==> src/rtl/sgi_pkg.sv <==
// Shared constants and types for the software-generated interrupt dispatcher.
// Assumes at most eight CPUs (3-bit sender IDs) and up to sixteen interrupt numbers.
package sgi_pkg;
    localparam int SRC_W    = 3;   // sender / CPU ID width
    localparam int SGI_W    = 4;   // interrupt number width
    localparam int ID_LSB   = 0;   // interrupt number field
    localparam int LIST_LSB = 16;  // target list field
    localparam int FLT_LSB  = 24;  // filter field

    typedef enum logic [1:0] {
        FLT_LIST   = 2'd0,
        FLT_OTHERS = 2'd1,
        FLT_SELF   = 2'd2,
        FLT_RSVD   = 2'd3
    } sgi_filter_e;
endpackage

==> src/rtl/sgi_target_decode.sv <==
// Decodes a register write into a one-hot-per-CPU target vector and an interrupt number.
// Assumes wr_cpu < NUM_CPUS; purely combinational.
module sgi_target_decode
    import sgi_pkg::*;
#(
    parameter int NUM_CPUS = 8
) (
    input  logic                wr_en,
    input  logic [31:0]         wr_data,
    input  logic [SRC_W-1:0]    wr_cpu,
    input  logic [SRC_W:0]      online_cnt,
    output logic [NUM_CPUS-1:0] tgt,
    output logic [SGI_W-1:0]    sgi_id
);
    logic [NUM_CPUS-1:0] online_m;
    logic [NUM_CPUS-1:0] self_m;
    logic [NUM_CPUS-1:0] list_m;
    sgi_filter_e         flt;

    // Build the online and requester masks.
    always_comb begin
        for (int i = 0; i < NUM_CPUS; i++) begin
            online_m[i] = (int'(online_cnt) > i);
            self_m[i]   = (int'(wr_cpu) == i);
        end
    end

    // Pull the fields out of the write data.
    always_comb begin
        list_m = wr_data[LIST_LSB +: NUM_CPUS];
        flt    = sgi_filter_e'(wr_data[FLT_LSB +: 2]);
        sgi_id = wr_data[ID_LSB +: SGI_W];
    end

    // Pick targets by filter; the reserved value selects nobody.
    always_comb begin
        tgt = '0;
        if (wr_en) begin
            case (flt)
                FLT_LIST:   tgt = list_m & online_m;
                FLT_OTHERS: tgt = online_m & ~self_m;
                FLT_SELF:   tgt = self_m;
                default:    tgt = '0;
            endcase
        end
    end
endmodule

==> src/rtl/sgi_src_entry.sv <==
// One target/interrupt entry: a sender mask plus its pending bit.
// Set has priority over clear for the same sender bit in the same cycle.
module sgi_src_entry #(
    parameter int NUM_CPUS = 8
) (
    input  logic                clk,
    input  logic                rst_n,
    input  logic                set_en,
    input  logic [NUM_CPUS-1:0] set_oh,
    input  logic                clr_en,
    input  logic [NUM_CPUS-1:0] clr_oh,
    output logic [NUM_CPUS-1:0] mask,
    output logic                pend
);
    logic [NUM_CPUS-1:0] mask_nxt;

    // Next mask: clear first, then OR in the new sender.
    always_comb begin
        mask_nxt = mask;
        if (clr_en) mask_nxt = mask_nxt & ~clr_oh;
        if (set_en) mask_nxt = mask_nxt | set_oh;
    end

    // Register the mask; pending rises on a set and falls once the mask empties.
    always_ff @(posedge clk) begin
        if (!rst_n) begin
            mask <= '0;
            pend <= 1'b0;
        end else begin
            mask <= mask_nxt;
            if (set_en)
                pend <= 1'b1;
            else if (mask_nxt == '0)
                pend <= 1'b0;
        end
    end
endmodule

==> src/rtl/sgi_offer_sel.sv <==
// Selects the sender mask of the requested entry and offers its lowest set sender.
// Assumes sel_cpu < NUM_CPUS and sel_sgi < NUM_SGIS; purely combinational.
module sgi_offer_sel
    import sgi_pkg::*;
#(
    parameter int NUM_CPUS = 8,
    parameter int NUM_SGIS = 16,
    localparam int ENTRIES = NUM_CPUS * NUM_SGIS
) (
    input  logic [ENTRIES*NUM_CPUS-1:0] mask_flat,
    input  logic [SRC_W-1:0]            sel_cpu,
    input  logic [SGI_W-1:0]            sel_sgi,
    output logic                        valid,
    output logic [SRC_W-1:0]            src
);
    logic [NUM_CPUS-1:0] sel_mask;

    // Multiplex the requested entry's mask.
    always_comb begin
        sel_mask = '0;
        for (int c = 0; c < NUM_CPUS; c++) begin
            for (int s = 0; s < NUM_SGIS; s++) begin
                if (int'(sel_cpu) == c && int'(sel_sgi) == s)
                    sel_mask = mask_flat[(c*NUM_SGIS+s)*NUM_CPUS +: NUM_CPUS];
            end
        end
    end

    // Priority-encode the lowest set sender.
    always_comb begin
        valid = |sel_mask;
        src   = '0;
        for (int i = NUM_CPUS - 1; i >= 0; i--) begin
            if (sel_mask[i]) src = SRC_W'(i);
        end
    end
endmodule

==> src/rtl/sgi_dispatch.sv <==
// Software-generated interrupt dispatcher top.
// Decodes writes into per-target pending bits and sender masks, and serves one
// sender per delivery request. Assumes NUM_CPUS <= 8 and NUM_SGIS <= 16.
module sgi_dispatch
    import sgi_pkg::*;
#(
    parameter int NUM_CPUS = 8,
    parameter int NUM_SGIS = 16,
    localparam int ENTRIES = NUM_CPUS * NUM_SGIS
) (
    input  logic                        clk,
    input  logic                        rst_n,
    input  logic                        wr_en,
    input  logic [31:0]                 wr_data,
    input  logic [SRC_W-1:0]            wr_cpu,
    input  logic [SRC_W:0]              online_cnt,
    output logic [31:0]                 rd_data,
    input  logic                        dlv_req,
    input  logic [SRC_W-1:0]            dlv_cpu,
    input  logic [SGI_W-1:0]            dlv_sgi,
    input  logic                        dlv_accept,
    output logic                        offer_valid,
    output logic [SRC_W-1:0]            offer_src,
    output logic [ENTRIES-1:0]          sgi_pend,
    output logic [ENTRIES*NUM_CPUS-1:0] src_mask
);
    logic [NUM_CPUS-1:0] tgt;
    logic [SGI_W-1:0]    sgi_id;
    logic [NUM_CPUS-1:0] wr_oh;
    logic [NUM_CPUS-1:0] acc_oh;
    logic                take;

    // The register has no readable content.
    assign rd_data = '0;

    sgi_target_decode #(.NUM_CPUS(NUM_CPUS)) u_dec (
        .wr_en      (wr_en),
        .wr_data    (wr_data),
        .wr_cpu     (wr_cpu),
        .online_cnt (online_cnt),
        .tgt        (tgt),
        .sgi_id     (sgi_id)
    );

    sgi_offer_sel #(.NUM_CPUS(NUM_CPUS), .NUM_SGIS(NUM_SGIS)) u_sel (
        .mask_flat (src_mask),
        .sel_cpu   (dlv_cpu),
        .sel_sgi   (dlv_sgi),
        .valid     (offer_valid),
        .src       (offer_src)
    );

    // One-hot forms of the writer and of the accepted sender.
    always_comb begin
        wr_oh  = NUM_CPUS'(1) << wr_cpu;
        acc_oh = NUM_CPUS'(1) << offer_src;
        take   = dlv_req && dlv_accept && offer_valid;
    end

    for (genvar c = 0; c < NUM_CPUS; c++) begin : g_cpu
        for (genvar s = 0; s < NUM_SGIS; s++) begin : g_sgi
            logic set_hit;
            logic clr_hit;

            // Route the write and the acceptance to this entry.
            always_comb begin
                set_hit = tgt[c] && (int'(sgi_id) == s);
                clr_hit = take && (int'(dlv_cpu) == c) && (int'(dlv_sgi) == s);
            end

            sgi_src_entry #(.NUM_CPUS(NUM_CPUS)) u_ent (
                .clk    (clk),
                .rst_n  (rst_n),
                .set_en (set_hit),
                .set_oh (wr_oh),
                .clr_en (clr_hit),
                .clr_oh (acc_oh),
                .mask   (src_mask[(c*NUM_SGIS+s)*NUM_CPUS +: NUM_CPUS]),
                .pend   (sgi_pend[c*NUM_SGIS+s])
            );
        end
    end
endmodule

==> config.mk <==
export PLATFORM = sky130hd
export DESIGN_NAME = sgi_dispatch
export DESIGN_NICKNAME = d
export VERILOG_FILES = /design/src/rtl/sgi_pkg.sv /design/src/rtl/sgi_target_decode.sv /design/src/rtl/sgi_src_entry.sv /design/src/rtl/sgi_offer_sel.sv /design/src/rtl/sgi_dispatch.sv
export SDC_FILE = /design/constraint.sdc
export NUM_CORES = 2
export LEC_CHECK = 0
export ABC_AREA = 1
export CORE_AREA = 2 2 484 486
export DETAILED_ROUTE_END_ITERATION = 12
export DIE_AREA = 0 0 486 488
export GPL_TIMING_DRIVEN = 0
export MAX_ROUTING_LAYER = met4
export PLACE_DENSITY = 0.53
export SYNTH_ARGS = -nofsm -noshare
export SYNTH_HDL_FRONTEND = slang
export SYNTH_SLANG_ARGS = --single-unit
==> constraint.sdc <==
create_clock -name clk -period 16.7 [get_ports clk]
set_input_delay 5.01 -clock clk [delete_from_list [all_inputs] [get_ports clk]]
set_output_delay 5.01 -clock clk [all_outputs]
set_load 0.005 [all_outputs]
# Word level (Yosys, flattened, before mapping)
# Cells that the tools add are included.
totals:
  register_bits: 1152
  inputBits: 51
  elab_cells: 1878
op_classes:
  n_bitwise: 260
  shift: 2
  eq_ne: 46
  reduce_logical: 656
  magnitude_cmp: 8
  mux: 650
op_table:
  columns: ["cell", "count"]
  rows:
  - ["8-bit 2-to-1 mux", 385]
  - ["8-bit bitwise AND", 130]
  - ["8-bit logical NOT", 128]
  - ["8-bit OR", 128]
  - ["1-bit logical AND", 394]
  - ["1-bit 2-to-1 mux", 256]
  - ["2-bit nonzero test", 128]
  - ["4-bit == test (second input constant)", 16]
  - ["4-bit by 3-bit == test with 1-bit output (second input constant)", 8]
  - ["3-bit == test (second input constant)", 8]
  - ["3-bit 2-to-1 mux", 8]
  - ["8-bit one-hot mux with 3 select lines", 1]
  - ["4-bit by 2-bit == test with 1-bit output (second input constant)", 4]
  - ["4-bit by 3-bit > comparator with 1-bit output (second input constant)", 4]
  - ["8-bit inverter", 2]
  - ["1-bit by 3-bit left shift with 8-bit output (first input constant)", 2]
  - ["3-bit by 2-bit == test with 1-bit output (second input constant)", 4]
  - ["4-bit by 1-bit == test with 1-bit output (second input constant)", 2]
  - ["4-bit by 1-bit > comparator with 1-bit output (second input constant)", 2]
  - ["4-bit by 2-bit > comparator with 1-bit output (second input constant)", 2]
  - ["4-bit logical NOT", 2]
  - ["8-bit OR reduction", 1]
  - ["3-bit by 1-bit == test with 1-bit output (second input constant)", 2]
  - ["3-bit logical NOT", 2]
  - ["other kinds (3)", 3]

# Depth between registers and ports, before layout
logic_depth:
  depth_word: 147
  ltp_mapped: 143
  depth_no_buf: 141

# By module
# Synthesis repeated with hierarchy kept, for this count alone.
hier_totals:
  hier_cells: 10697
  hier_area_um2: 64605.7
by_module_without_submodules:
  columns: ["module", "cells_each", "n_inst", "area_per_inst_um2"]
  rows:
  - ["sgi_src_entry", 62, 128, 411.6]
  - ["sgi_offer_sel", 2259, 1, 9660.5]
  - ["sgi_dispatch", 421, 1, 1839.3]
  - ["sgi_target_decode", 81, 1, 415.4]

# Worst setup path before layout
# OpenSTA, ideal clock, no wires.
synth_timing:
  path_kind: "in2out"
  startpoint: "input port dlv_cpu[0]"
  endpoint: "output port offer_src[2]"
  t_arrival_ns: 11.183
  stages: 131
  required_time_ns: 11.690
  path_slack_ns: 0.507
  path_cell_list: "inv_2 > nand2_1 > nor2_1 > buf_2 > nand2_1 > nor2_1 > o21bai_1 > nand2_1 > nand2_1 > nand2_1 > nand2_1 > nand2_1 > nand2_1 > nand2_1 > nand2_1 > nand2_1 > nand2_1 > nand2_1 > [... 95 more ...] > nand2_1 > nand2_1 > nand2_1 > nand2_1 > nand2_1 > nand2_1 > nand2_1 > nand2_1 > nand2_1 > nand2_1 > nand2_1 > nand2_1 > nand2_1 > nand2_1 > nand2_1 > nand2_2 > nand3_1 > nor2_1"
synth_between:
  elab_chain_cells: 138
  elab_cells_between_ends: 272
  cone_classes: "eq/ne: 7; mux: 136; reduce/logical: 129"
synth_lines:
  columns: ["item", "line", "text"]
  rows:
  - ["from (decl)", "sgi_dispatch.sv:19", "input logic [SRC_W-1:0] dlv_cpu,"]
  - ["3-bit logical NOT", "sgi_offer_sel.sv:23", "if (int'(sel_cpu) == c && int'(sel_sgi) == s)"]
  - ["1-bit logical AND", "sgi_offer_sel.sv:23", null]
  - ["8-bit 2-to-1 mux (127 in a row)", "sgi_offer_sel.sv:23", null]
  - ["8-bit 2-to-1 mux *", "sgi_offer_sel.sv:23", null]
  - ["3-bit 2-to-1 mux (7 in a row)", "sgi_offer_sel.sv:34", "if (sel_mask[i]) src = SRC_W'(i);"]
  - ["3-bit 2-to-1 mux *", "sgi_offer_sel.sv:34", null]
  - ["to (decl)", "sgi_dispatch.sv:23", "output logic [SRC_W-1:0] offer_src,"]
# Mark *: on every way between the ends. The rest lies on a longest branch, timed or not.

# Final worst setup path
layout_timing:
  startpoint: "input port dlv_sgi[3]"
  endpoint: "output port offer_valid"
layout_between:
  elab_chain_cells: 131
  elab_cells_between_ends: 273
  cone_classes: "eq/ne: 15; mux: 128; reduce/logical: 130"
layout_lines:
  columns: ["item", "line", "text"]
  rows:
  - ["from (decl)", "sgi_dispatch.sv:20", "input logic [SGI_W-1:0] dlv_sgi,"]
  - ["4-bit logical NOT", "sgi_offer_sel.sv:23", null]
  - ["1-bit logical AND", "sgi_offer_sel.sv:23", null]
  - ["8-bit 2-to-1 mux (127 in a row)", "sgi_offer_sel.sv:23", null]
  - ["8-bit 2-to-1 mux *", "sgi_offer_sel.sv:23", null]
  - ["8-bit OR reduction *", "sgi_offer_sel.sv:31", "valid = |sel_mask;"]
  - ["to (decl)", "sgi_dispatch.sv:22", "output logic offer_valid,"]
# Marks and branches as above.

==> reports/summary.txt <==
unrepaired setup endpoints after global routing -> yes
Crit. End Element -> output pin
min cycle time layout -> 24350 ps
Tightest Hold Check Type -> reg2reg
P per Cell Area -> 88.5 mW/mm²
Critical Path RT -> 11690 ps
Cell Area, Placed -> 0.0772 mm²
HPWL after DPL -> 400 mm
Post-route DRC -> 0
Syn. warnings -> 0
post-synth top area share -> 37.8%
Die X-Extent -> 486 µm
PnR worst setup slack -> -7650 ps
initial antenna violation count -> 57
port bufs -> 1187
row count -> 177
Tot GR Track Use -> 43.6%
DR WL/cell -> 35.8 µm
total gr overflow -> 0
Power Total -> 7.81 mW
crit path max fanout -> 13
failing checks -> capacitance limit, slew limit, setup timing
Cell variety after synth -> 34
overall via count from detail_route -> 84000
Final Cycle Share -> 146%
Fin. Hold Viols -> 0
worst-skew pair later-pin latency -> 870 ps
Clock Root Buffer -> clkbuf_16
# clock sinks -> 1152
vias per cell -> 5.68
outcome -> complete, but fails checks
CP startpoint -> dlv_sgi[3]
leading cell types by count after synthesis -> 2704 x nor2_1, 2211 x nand2_1, 1198 x a21oi_1
Arrival @ worst endpoint -> 19340 ps
Area Growth Syn to Fin -> 44.8%
Worst path slowest cell -> nand4_1
Design Area, Final -> 0.0883 mm²
share of cells above drive strength 1 -> 12.6%
CTS buffer count -> 151
WHS -> 454 ps
Initial Utilization -> 26.3%
Fmax -> 41.1 MHz
die footprint -> 0.237 mm²
reg-to-reg setup timing slack -> 950 ps
Sum Neg Setup Slack -> -3484900 ps
Max Slew Vio Count -> 63
CTS tree -> yes
vias in the first global route -> 74800
dpl cells -> 14300
worst path bufs/invs -> 6
First-pass DRT Iterations -> 7
WS Path Type -> in2out
Critical Path Start Type -> input port
Synth Instances -> 9986
fraction of registers with async set/reset -> 0%
Post-synth EDFFs -> 0
final net count -> 11600
synthesized area -> 0.0610 mm²
critical path's most frequent cell -> nand4_1
CTS Buffer Depth -> 3
final setup fails -> 1156
Synth Register Bits -> 1152
Lkg Pwr -> 35.2 nW
cell family with most CP delay -> simple AND/OR/NAND/NOR gates
die height -> 488 µm
synthesized area per cell -> 6.11 µm²
cell with the most instances after synthesis -> nor2_1
Final ANT Viol Nets -> 0
Layout Cells excl Fill -> 14800
CTS H-tree lvls -> 4
Place WS -> -9300 ps
Seq/Total Area, Yosys -> 37.8%
Final Skew -> 39.9 ps
Initial DRC Count -> 12500
Max Cap Viol -> 8
Core Area -> 0.232 mm²
Max IR drop VDD -> 0.0000934 V
Final Wtd Congestion -> 1.03
WL final -> 530 mm
Worst-path clk slew -> 60 ps
Synth area leaders -> dfxtp_1 38%, nor2_1 17%, nand2_1 14%, a21oi_1 9.8%, nand3_1 8.6%
Hold Startpoint -> g_cpu[0].g_sgi[14].u_ent.pend$_SDFFE_PN0P_
r2r startpoint -> g_cpu[0].g_sgi[0].u_ent.mask[4]$_SDFF_PN0_
slew margin rel. -> -7.78%
fin util -> 38.1%
Slew @ Worst Pin -> 1620 ps
Worst path max stage delay -> 620 ps
first-pass GRT wire length -> 684 mm
I/O Pins -> 1239
Synth area leader -> dfxtp_1
largest net degree at the start of global routing -> 17
Synth Flop Type -> dfxtp_1
-- cell type report --
class	count	area [µm²]
timing repair buffer	1406	14900
tap	3043	3810
inverter	521	2070
fill	24900	144000
clock buffer	219	4430
multi-input combinational	7574	34400
sequential	1152	23100
clock inverter	57	708
buffer	760	4800
antenna	61	153
-- per-layer routing --
metal / vias up / track usage [%] / wire length, µm
met2: 6574 / 61.9 / 220000
met3: 1473 / 14.7 / 66200
met1: 40700 / 51.3 / 199000
met4: 0 / 31.1 / 45200
met5: - / - / 0
li1: 35200 / - / -
-- path summary, 6_finish.rpt --
kind,endpoint,depth (start not counted)
hold / removal,g_cpu[0].g_sgi[14].u_ent.pend$_SDFFE_PN0P_,2
setup reg to reg,g_cpu[4].g_sgi[7].u_ent.pend$_SDFFE_PN0P_,83
setup / recovery,offer_valid,72
hold reg to reg,g_cpu[0].g_sgi[14].u_ent.pend$_SDFFE_PN0P_,2
-- repair_timing --
action / CTS / global route
pin swaps: 112 / 220
hold buffers: 0 / 0
setup buffers: 131 / 82
gates cloned: 19 / 13
endpoints found under the setup margin: 1156 / 1156
resized for setup: 506 / 561
-- state kept, by name (all words and copies together) (netlist names) --
name / count
g_cpu.g_sgi.u_ent.pend: 128
g_cpu.g_sgi.u_ent.mask: 1024
-- kinds of logic after synthesis --
family / count (synthesis) / share of synthesized area (%)
buffers and inverters: 1291 / 9.56
and+or+nand+nor: 6264 / 42.0
AOI/OAI and AO/OA: 1278 / 10.7
other: 1 / 0.00615
DFF: 1152 / 37.8
-- layout by cell type, fill, tap and decap left out, types with 61 or more instances in the layout --
cell	count
clkbuf_16	170
nor2_2	65
a21oi_1	930
nor2_1	2624
dfxtp_1	1152
buf_2	73
clkbuf_1	394
buf_4	317
nand2_1	2163
clkdlybuf4s50_1	1176
a21oi_2	264
nand3_2	75
nand4_1	207
diode_2	61
buf_12	74
inv_1	446
nand3_1	967
-- tightest hold or removal path, cell delays in order (launching register included) --
cell     delay (ps)
dfxtp_1         310
nand2_2          60
a21oi_2          40
-- report_power, final --
group	switching [mW]	internal, mW
Clock	1.47	2.06
Combinational	1.07	0.446
Sequential	0.00915	2.75
No activity file was read; power rests on OpenSTA's default activity.
